--- src/rtl/spu_pkg.sv ---
package spu_pkg;

   typedef enum logic [1:0] {
      SEL_PTR  = 2'b00,
      SEL_XTN  = 2'b01,
      SEL_MODE = 2'b10,
      SEL_NONE = 2'b11
   } wsel_e;

   typedef enum logic {
      MODE_NARROW = 1'b0,
      MODE_WIDE   = 1'b1
   } smode_e;

endpackage

--- src/rtl/spu_mode_reg.sv ---
module spu_mode_reg
   import spu_pkg::*;
(
   input  logic   clk_i,
   input  logic   rst_ni,
   input  logic   wr_hit_i,
   input  logic   wr_bit_i,
   output smode_e mode_o
);

   smode_e mode_q;

   always_ff @(posedge clk_i or negedge rst_ni) begin
      if (!rst_ni) begin
         mode_q <= MODE_NARROW;
      end else if (wr_hit_i) begin
         mode_q <= smode_e'(wr_bit_i);
      end
   end

   assign mode_o = mode_q;

endmodule

--- src/rtl/spu_ptr_core.sv ---
module spu_ptr_core
   import spu_pkg::*;
#(
   parameter int unsigned SP_W   = 8,
   parameter int unsigned EXT_W  = 2,
   parameter int unsigned REG_W  = 8,
   parameter logic [SP_W-1:0] SP_RST = 8'h07,
   localparam int unsigned AW = SP_W + EXT_W
) (
   input  logic             clk_i,
   input  logic             rst_ni,
   input  smode_e           mode_i,
   input  logic             push_i,
   input  logic             pop_i,
   input  logic             wr_en_i,
   input  wsel_e            wr_sel_i,
   input  logic [REG_W-1:0] wr_data_i,
   output logic [SP_W-1:0]  sp_o,
   output logic [EXT_W-1:0] ext_o,
   output logic [AW-1:0]    src_o
);

   logic [SP_W-1:0]  sp_q, sp_d;
   logic [EXT_W-1:0] ext_q, ext_d;
   logic [AW-1:0]    full_cur, full_up, full_dn;
   logic [SP_W-1:0]  sp_up, sp_dn;
   logic             do_push, do_pop;

   // writes beat strobes; simultaneous push and pop cancel
   assign do_push = push_i & ~pop_i & ~wr_en_i;
   assign do_pop  = pop_i & ~push_i & ~wr_en_i;

   assign full_cur = {ext_q, sp_q};
   assign full_up  = full_cur + AW'(1);
   assign full_dn  = full_cur - AW'(1);
   assign sp_up    = sp_q + SP_W'(1);
   assign sp_dn    = sp_q - SP_W'(1);

   always_comb begin
      sp_d  = sp_q;
      ext_d = ext_q;
      if (wr_en_i) begin
         unique case (wr_sel_i)
            SEL_PTR:  sp_d  = wr_data_i[SP_W-1:0];
            SEL_XTN:  ext_d = wr_data_i[EXT_W-1:0];
            default: ;
         endcase
      end else if (do_push) begin
         if (mode_i == MODE_WIDE) begin
            {ext_d, sp_d} = full_up;
         end else begin
            sp_d = sp_up;
         end
      end else if (do_pop) begin
         if (mode_i == MODE_WIDE) begin
            {ext_d, sp_d} = full_dn;
         end else begin
            sp_d = sp_dn;
         end
      end
   end

   always_ff @(posedge clk_i or negedge rst_ni) begin
      if (!rst_ni) begin
         sp_q  <= SP_RST;
         ext_q <= '0;
      end else begin
         sp_q  <= sp_d;
         ext_q <= ext_d;
      end
   end

   // address source: pre-increment for push, current value otherwise
   always_comb begin
      src_o = full_cur;
      if (do_push) begin
         src_o = (mode_i == MODE_WIDE) ? full_up : {ext_q, sp_up};
      end
   end

   assign sp_o  = sp_q;
   assign ext_o = ext_q;

endmodule

--- src/rtl/spu_addr_fmt.sv ---
module spu_addr_fmt
   import spu_pkg::*;
#(
   parameter int unsigned SP_W  = 8,
   parameter int unsigned EXT_W = 2,
   parameter int unsigned REG_W = 8,
   localparam int unsigned AW = SP_W + EXT_W
) (
   input  smode_e           mode_i,
   input  logic [AW-1:0]    src_i,
   input  logic [EXT_W-1:0] ext_i,
   output logic [AW-1:0]    addr_o,
   output logic             tgt_ext_o,
   output logic [REG_W-1:0] ext_view_o
);

   logic wide;
   assign wide = (mode_i == MODE_WIDE);

   assign addr_o[SP_W-1:0] = src_i[SP_W-1:0];
   assign tgt_ext_o        = wide;

   for (genvar b = SP_W; b < AW; b++) begin : g_hi
      assign addr_o[b] = wide & src_i[b];
   end

   for (genvar r = 0; r < REG_W; r++) begin : g_view
      if (r < EXT_W) begin : g_live
         assign ext_view_o[r] = ext_i[r];
      end else begin : g_zero
         assign ext_view_o[r] = 1'b0;
      end
   end

endmodule

--- src/rtl/dual_stack_ptr.sv ---
module dual_stack_ptr
   import spu_pkg::*;
#(
   parameter int unsigned SP_W   = 8,
   parameter int unsigned EXT_W  = 2,
   parameter int unsigned REG_W  = 8,
   parameter logic [SP_W-1:0] SP_RST = 8'h07,
   localparam int unsigned AW = SP_W + EXT_W
) (
   input  logic             clk_i,
   input  logic             rst_ni,
   input  logic             push_i,
   input  logic             pop_i,
   input  logic             wr_en_i,
   input  logic [1:0]       wr_sel_i,
   input  logic [REG_W-1:0] wr_data_i,
   output logic [SP_W-1:0]  sp_o,
   output logic [REG_W-1:0] esp_o,
   output logic             mode_o,
   output logic [AW-1:0]    addr_o,
   output logic             tgt_ext_o
);

   initial begin
      if (SP_W < 2 || SP_W > 16) $error("SP_W out of range");
      if (EXT_W < 1 || EXT_W > 8) $error("EXT_W out of range");
      if (REG_W < SP_W) $error("REG_W narrower than pointer");
      if (REG_W <= EXT_W) $error("REG_W must exceed EXT_W");
   end

   smode_e           mode;
   wsel_e            wsel;
   logic [EXT_W-1:0] ext;
   logic [AW-1:0]    src;

   assign wsel = wsel_e'(wr_sel_i);

   spu_mode_reg u_mode (
      .clk_i    (clk_i),
      .rst_ni   (rst_ni),
      .wr_hit_i (wr_en_i && (wsel == SEL_MODE)),
      .wr_bit_i (wr_data_i[0]),
      .mode_o   (mode)
   );

   spu_ptr_core #(
      .SP_W(SP_W), .EXT_W(EXT_W), .REG_W(REG_W), .SP_RST(SP_RST)
   ) u_core (
      .clk_i     (clk_i),
      .rst_ni    (rst_ni),
      .mode_i    (mode),
      .push_i    (push_i),
      .pop_i     (pop_i),
      .wr_en_i   (wr_en_i),
      .wr_sel_i  (wsel),
      .wr_data_i (wr_data_i),
      .sp_o      (sp_o),
      .ext_o     (ext),
      .src_o     (src)
   );

   spu_addr_fmt #(
      .SP_W(SP_W), .EXT_W(EXT_W), .REG_W(REG_W)
   ) u_fmt (
      .mode_i     (mode),
      .src_i      (src),
      .ext_i      (ext),
      .addr_o     (addr_o),
      .tgt_ext_o  (tgt_ext_o),
      .ext_view_o (esp_o)
   );

   assign mode_o = (mode == MODE_WIDE);

endmodule

--- config.mk ---
export PLATFORM = sky130hd
export DESIGN_NAME = dual_stack_ptr
export DESIGN_NICKNAME = d
export VERILOG_FILES = /design/src/rtl/spu_pkg.sv /design/src/rtl/spu_mode_reg.sv /design/src/rtl/spu_ptr_core.sv /design/src/rtl/spu_addr_fmt.sv /design/src/rtl/dual_stack_ptr.sv
export SDC_FILE = /design/constraint.sdc
export NUM_CORES = 1
export LEC_CHECK = 0
export BUFFER_PORTS_ARGS = -buffer_cell sky130_fd_sc_hd__clkbuf_2
export CAP_MARGIN = 0
export CELL_PAD_IN_SITES_DETAIL_PLACEMENT = 1
export CELL_PAD_IN_SITES_GLOBAL_PLACEMENT = 2
export CORE_MARGIN = 3
export CORE_UTILIZATION = 26
export CTS_CLUSTER_SIZE = 24
export DETAILED_ROUTE_END_ITERATION = 10
export PLACE_DENSITY_LB_ADDON = 0.25
export SYNTH_ARGS = -nofsm -noshare
export SYNTH_HDL_FRONTEND = slang
export SYNTH_SLANG_ARGS = --single-unit
--- constraint.sdc ---
create_clock -name clk_i -period 2.9 [get_ports clk_i]
set_clock_uncertainty 0.2 [all_clocks]
set_input_delay 0.29 -clock clk_i [delete_from_list [all_inputs] [get_ports clk_i]]
set_output_delay 0.29 -clock clk_i [all_outputs]
set_load 0.01 [all_outputs]
==> results.md, run 1 <==
- GR Layer Usage met1: 18.62%
- Vias in the first global route: 1,155
- Post-DR wirelength/cell: 15.96 um
- GPL Wtd Cong: 0.8075
- Post-DP HPWL: 2763 um
- Critical path launch point type: register
- Final core occ: 34.61%
- Initial antenna violation count: 0
- Fin crit period: 2.566 ns
- CTS max path bufs: 2
- Most common cell in the netlist: nand2_1
- Row count: 22
- Met2 Usage GRT: 23.79%
- Post-CTS resize count: 0
- ANT cells: 0
- Area contributors post-synth: dfrtp_1 18%, dfstp_2 7.2%, xnor2_1 6.4%
- Core Footprint: 0.003854 mm^2
- Nets: 186
- Crit path required time: 2.41 ns
- Setup CP Type: reg2out
- Layout area overhead: 21.97%
- TritonCTS Buffers: 3
- FMAX: 0.3896 GHz
- GRT Max-Usage Layer: met2
- DR iter-0 viols: 60
- CP Capture Type: output pin
- Largest net degree at the start of global routing: 31
- Post-CTS setup buffers: 0
- Clk_lat worst skew: 0.24 ns
- #FFs+latches synth: 11
- Synth top area share: 18.31%
- Ys flop type: dfrtp_1
- Yosys Warn Count: 0
- First-pass GRT wire length: 5733 um
- Die Area: 0.005020 mm^2
- Clock transition at path regs: 0.05 ns
- H-tree depth: 1
- Most frequent cells after synthesis: 11 x nand2_1, 8 x dfrtp_1, 8 x nor2_1, 8 x xnor2_1, 7 x buf_4
- Worst min-delay path class: in2reg
- Vert. Die Dim: 70.86 um
- # setup viols final: 0
- CTS Hold Bufs: 1
- First-pass DRT Iterations: 4
- VDD IR-drop max: 0.0001534 V
- Final TNS setup: 0 ns
- Outcome: finished clean
- Initial core utilization: 28.38%
- Yosys top cell by area: dfrtp_1
- RSZ-0062 raised after global routing: false
- Crit path DAT: 2.08 ns
- DRC: 0
- Tcrit/Tclk final: 88.50%
- Slew headroom: 63.75%
- Post-synth ARST share: 100.0%
- Clock sink count: 11
- Via/cell ratio: 5.157
- Die width: 70.86 um
- Number of flops mapped to enable cells by yosys: 0
- Layout cells sized above 1: 30.36%
- Fin. max-slew vios: 0
- Hold Vio Cnt, Final: 0
- Global Route met3 Usage: 2.983%
- Worst Max-Slew Pin Slew: 0.5368 ns
- Synth Instances: 134
- Crit path max fanout: 11
- Syn Std Cell Area: 0.001094 mm^2
- Power Density: 660.4 mW/mm^2
- LEAKAGE: 0.6053 nW
- Input/output buffers: 36
- Boundary Pins: 43
- Seq/Total Area, Yosys: 25.51%
- DRT antenna net count: 0
- Max-cap viol count: 0
- Fillers: 507
- Post-Syn Area per Cell: 8.161 um^2
- Distinct cells, synth: 47
- Remaining global-route overflow: 0
- Total number of vias: 1,114
- Global Route Usage Sum: 14.33%
- Routed WL: 3447 um
- Root Buffer: clkbuf_8
- TritonCTS clock tree: built
metrics by stage:
| step | instances | cell area, um^2 | power, mW | hold slack, ns | setup slack (ns) |
|---|---|---|---|---|---|
| after floorplan | 139 | 1112 | 0.5796 | -0.2056 | 0.6749 |
| after global placement | 211 | 1277 | 0.7234 | -0.004056 | 0.4773 |
| after detailed placement | 211 | 1277 | 0.7322 | 0.0007249 | 0.4356 |
| after CTS | 216 | 1334 | 0.8959 | 0.07556 | 0.3306 |
| after global routing | 216 | 1334 | 0.9577 | 0.07857 | 0.08099 |
| final | 216 | 1334 | 0.8808 | 0.07968 | 0.3335 |
metal layers:
| layer | wire length [um] | up-vias |
|---|---|---|
| met4 | 44 | 0 |
| met1 | 1580 | 532 |
| met5 | 0 | - |
| li1 | - | 543 |
| met3 | 186 | 5 |
| met2 | 1637 | 34 |
layout make-up:
| cell class | instances | area [um^2] | share of cell area, % |
|---|---|---|---|
| multi-input cells | 107 | 709.4 | 53.19 |
| clock inverters | 1 | 5.005 | 0.3752 |
| inverters | 5 | 18.77 | 1.407 |
| repair buffers | 41 | 220.2 | 16.51 |
| flip-flops and latches | 11 | 279.0 | 20.92 |
| clock buffers | 3 | 41.29 | 3.096 |
| well taps | 48 | 60.06 | 4.503 |
cells in the final DEF (no fill, tap or decap), types with 3 or more instances in the layout:
cell and instances:
conb_1 6, nor2_1 8, nor3_1 4, xnor2_1 8
buf_4 4, o31ai_1 4, dfrtp_1 8, and2_1 3
a22oi_1 3, o21ai_0 6, dfstp_2 3, clkbuf_8 3
nand2_1 11, a21o_1 3, xor2_1 4, nand3_1 4
inv_1 5, or3_1 3, clkbuf_2 36, o2bb2ai_1 3
a21oi_1 6
sequential cells by signal, summed over array words and instances (netlist names):
signal and cells:
u_core.ext_o 2, u_mode.mode_o 1, u_core.sp_o 8
critical path: stages, from the launching register on:
cell	delay, ns
dfstp_2	0.64
nand3_1	0.14
or2_0	0.33
nor3_1	0.30
xor2_1	0.16
and2_1	0.13
clkbuf_2	0.13
logic make-up (layout without fill, tap and decap cells):
kind of cell / count (synthesis) / count (layout) / synth area share [%]
simple gates: 48 / 48 / 24.03
other cells: 1 / 6 / 0.3429
mux: 3 / 3 / 2.860
xor+xnor: 12 / 12 / 9.611
compound gates: 36 / 36 / 24.03
fa+ha+maj: 2 / 2 / 2.288
flops: 11 / 11 / 25.52
buf+inv: 21 / 50 / 11.33
power breakdown:
part,internal (mW),leakage [nW],switching [mW]
combinational,0.186,0.453,0.225
clock,0.0948,0.0255,0.0641
sequential,0.209,0.127,0.102
total,0.490,0.605,0.391
worst paths after layout:
| kind | startpoint | to | slack (ns) | depth (start not counted) |
|---|---|---|---|---|
| setup / recovery | u_core.sp_o[2]$_DFFE_PN1P_ | addr_o[9] | 0.33 | 6 |
| hold / removal | wr_data_i[7] | u_core.sp_o[7]$_DFFE_PN0P_ | 0.08 | 3 |
| setup reg to reg | u_core.sp_o[3]$_DFFE_PN0P_ | u_core.ext_o[1]$_DFFE_PN0P_ | 0.61 | 5 |
| hold reg to reg | u_core.sp_o[1]$_DFFE_PN1P_ | u_core.sp_o[1]$_DFFE_PN1P_ | 0.41 | 2 |
| max in group asynchronous | rst_ni | u_core.sp_o[1]$_DFFE_PN1P_ | 1.94 | 2 |
| min in group asynchronous | rst_ni | u_core.sp_o[3]$_DFFE_PN0P_ | 0.26 | 2 |
Power figures use the tool's default switching activity.
==> run 2, diff against run 1 <==
CELL_PAD_IN_SITES_DETAIL_PLACEMENT = 0   (was 1)
CELL_PAD_IN_SITES_GLOBAL_PLACEMENT = 1   (was 2)
CORE_UTILIZATION = 34   (was 26)
REMOVE_ABC_BUFFERS = 1   (was not set)
==> results.md, run 2 (synthesized netlist as in run 1, its figures left out) <==
- Max reg flops: 8 (unchanged)
- Die width: 62.71 um (was 70.86 um)
- Top Layer Used: met4 (unchanged)
- FF+latch area: 279.0 um^2 (unchanged)
- Power Density: 626.7 mW/mm^2 (was 660.4 mW/mm^2)
- DR iter-0 viols: 54 (was 60)
- Final TNS setup: 0 ns (unchanged)
- Fillers: 317 (was 507)
- Clk_lat worst skew: 0.28 ns (was 0.24 ns)
- Vias in the first global route: 1,022 (was 1,155)
- Wire length on met3: 208 um (was 186 um)
- Layout cells sized above 1: 29.76% (was 30.36%)
- CP Capture Type: output pin (unchanged)
- Critical path launch point type: register (unchanged)
- H-tree depth: 1 (unchanged)
- Critical path buffers and inverters: 1 (unchanged)
- ANT cells: 0 (unchanged)
- Vert. Die Dim: 62.71 um (was 70.86 um)
- Crit path required time: 2.41 ns (about the same)
- Remaining global-route overflow: 0 (unchanged)
- Critical path's top delay family: simple AND/OR/NAND/NOR gates (unchanged)
- Max-cap viol count: 0 (unchanged)
- Most frequent cells in the layout: 36 x clkbuf_2, 11 x nand2_1, 8 x nor2_1, 8 x xnor2_1, 8 x dfrtp_1 (unchanged)
- Layout area overhead: 19.45% (was 21.97%)
- Fin. max-slew vios: 0 (unchanged)
- Total number of vias: 1,074 (was 1,114)
- Initial core utilization: 37.70% (was 28.38%)
- Post-Layout Cell Count: 210 (was 216)
- Slowest-stage cell, CP: dfstp_2 (unchanged)
- GPL Wtd Cong: 0.8240 (was 0.8075)
- VDD IR-drop max: 0.0002025 V (was 0.0001534 V)
- Placed cell count: 205 (was 211)
- Cell Chain, Critical Path: nand3_1, or2_0, nor3_1, xor2_1, and2_1, clkbuf_2 (unchanged)
- Fin crit period: 2.632 ns (was 2.566 ns)
- # setup viols final: 0 (unchanged)
- Critical path's largest stage delay: 0.66 ns (was 0.64 ns)
- Core Footprint: 0.002900 mm^2 (was 0.003854 mm^2)
- Largest net degree at the start of global routing: 31 (unchanged)
- Global Route Usage Sum: 15.86% (was 14.33%)
- Initial antenna violation count: 0 (unchanged)
- Clock sink count: 11 (unchanged)
- First-pass DRT Iterations: 4 (unchanged)
- DRC: 0 (unchanged)
- TritonCTS Buffers: 3 (unchanged)
- Setup CP Type: reg2out (unchanged)
- Hold Slack: 0.02609 ns (was 0.07968 ns)
- Crit path max fanout: 11 (unchanged)
- First-pass GRT wire length: 4995 um (was 5733 um)
- Commonest non-fill, non-tap cell in the layout: clkbuf_2 (unchanged)
- Boundary Pins: 43 (unchanged)
- Post-DP HPWL: 2245 um (was 2763 um)
- Nets: 186 (unchanged)
- Root Buffer: clkbuf_4 (was clkbuf_8)
- Input/output buffers: 36 (unchanged)
- Post-DR wirelength/cell: 13.89 um (was 15.96 um)
- Clock transition at path regs: 0.08 ns (was 0.05 ns)
- CTS max path bufs: 2 (unchanged)
- Routed length on met2: 1333 um (was 1637 um)
- Die Area: 0.003933 mm^2 (was 0.005020 mm^2)
- Wl on met1: 1341 um (was 1580 um)
- Routed WL: 2916 um (was 3447 um)
- FMAX: 0.3800 GHz (was 0.3896 GHz)
- Tcrit/Tclk final: 90.75% (was 88.50%)
- Row count: 19 (was 22)
- Outcome: finished clean (unchanged)
- Post-CTS resize count: 0 (unchanged)
- Via/cell ratio: 5.114 (was 5.157)
- LEAKAGE: 0.5948 nW (was 0.6053 nW)
- Footprint of the multi-input gates: 709.4 um^2 (unchanged)
- DRT antenna net count: 0 (unchanged)
- Worst min-delay path class: in2reg (unchanged)
- TritonCTS clock tree: built (unchanged)
- RSZ-0062 raised after global routing: false (unchanged)
- Hold Vio Cnt, Final: 0 (unchanged)
- Crit path DAT: 2.14 ns (was 2.08 ns)
run 2: power breakdown:
part	leakage (nW)	total, mW	internal (mW)	switching [mW]
Combinational	0.453	0.394	0.186	0.209
Clock	0.0150	0.115	0.0535	0.0619
Sequential	0.127	0.309	0.208	0.101
run 2: final timing paths:
| kind | start | to | slack [ns] | depth (start not counted) |
|---|---|---|---|---|
| max | u_core.sp_o[2]$_DFFE_PN1P_ | addr_o[9] | 0.27 | 6 |
| max in group asynchronous | rst_ni | u_core.sp_o[0]$_DFFE_PN1P_ | 1.97 | 2 |
| min | wr_data_i[7] | u_core.sp_o[7]$_DFFE_PN0P_ | 0.03 | 3 |
| min reg2reg | u_core.sp_o[1]$_DFFE_PN1P_ | u_core.sp_o[1]$_DFFE_PN1P_ | 0.40 | 2 |
| max reg2reg | u_core.sp_o[3]$_DFFE_PN0P_ | u_core.ext_o[1]$_DFFE_PN0P_ | 0.65 | 5 |
| min in group asynchronous | rst_ni | u_core.sp_o[6]$_DFFE_PN0P_ | 0.23 | 2 |
run 2: worst reg2reg max path: stages (launching register included):
cell	delay, ns
dfrtp_1	0.49
or3_4	0.43
or4_1	0.52
o211a_1	0.24
a221oi_2	0.21
a21o_1	0.10
run 2: repair_timing:
| action | in CTS | in global routing |
|---|---|---|
| buffers inserted | 0 | 0 |
| hold buffers | 1 | 0 |
| hold endpoints to repair | 11 | 0 |
run 2: final cells by class:
cell class              count  share of cell area [%]
multi-input cells         107                   54.31
flip-flops and latches     11                   21.36
repair buffers             41                   16.86
well taps                  42                   4.023
clock buffers               4                   2.011
inverters                   5                   1.437
run 2: per-layer routing:
metal	global-route usage [%]	vias to the layer above
li1	-	541
met1	21.60	481
met2	25.03	48
met3	2.698	4
met4	5.785	0
met5	0	-
run 2: through the flow:
stage,setup WS (ns),util [%],cell area (um^2),power (mW)
CTS,0.2526,45.04,1306,0.8318
global route,0.1713,45.04,1306,0.8922
global placement,0.4537,43.79,1270,0.7056
floorplan,0.6749,-,1007,0.5395
detailed placement,0.4376,43.79,1270,0.7116
finish,0.2681,45.04,1306,0.8186
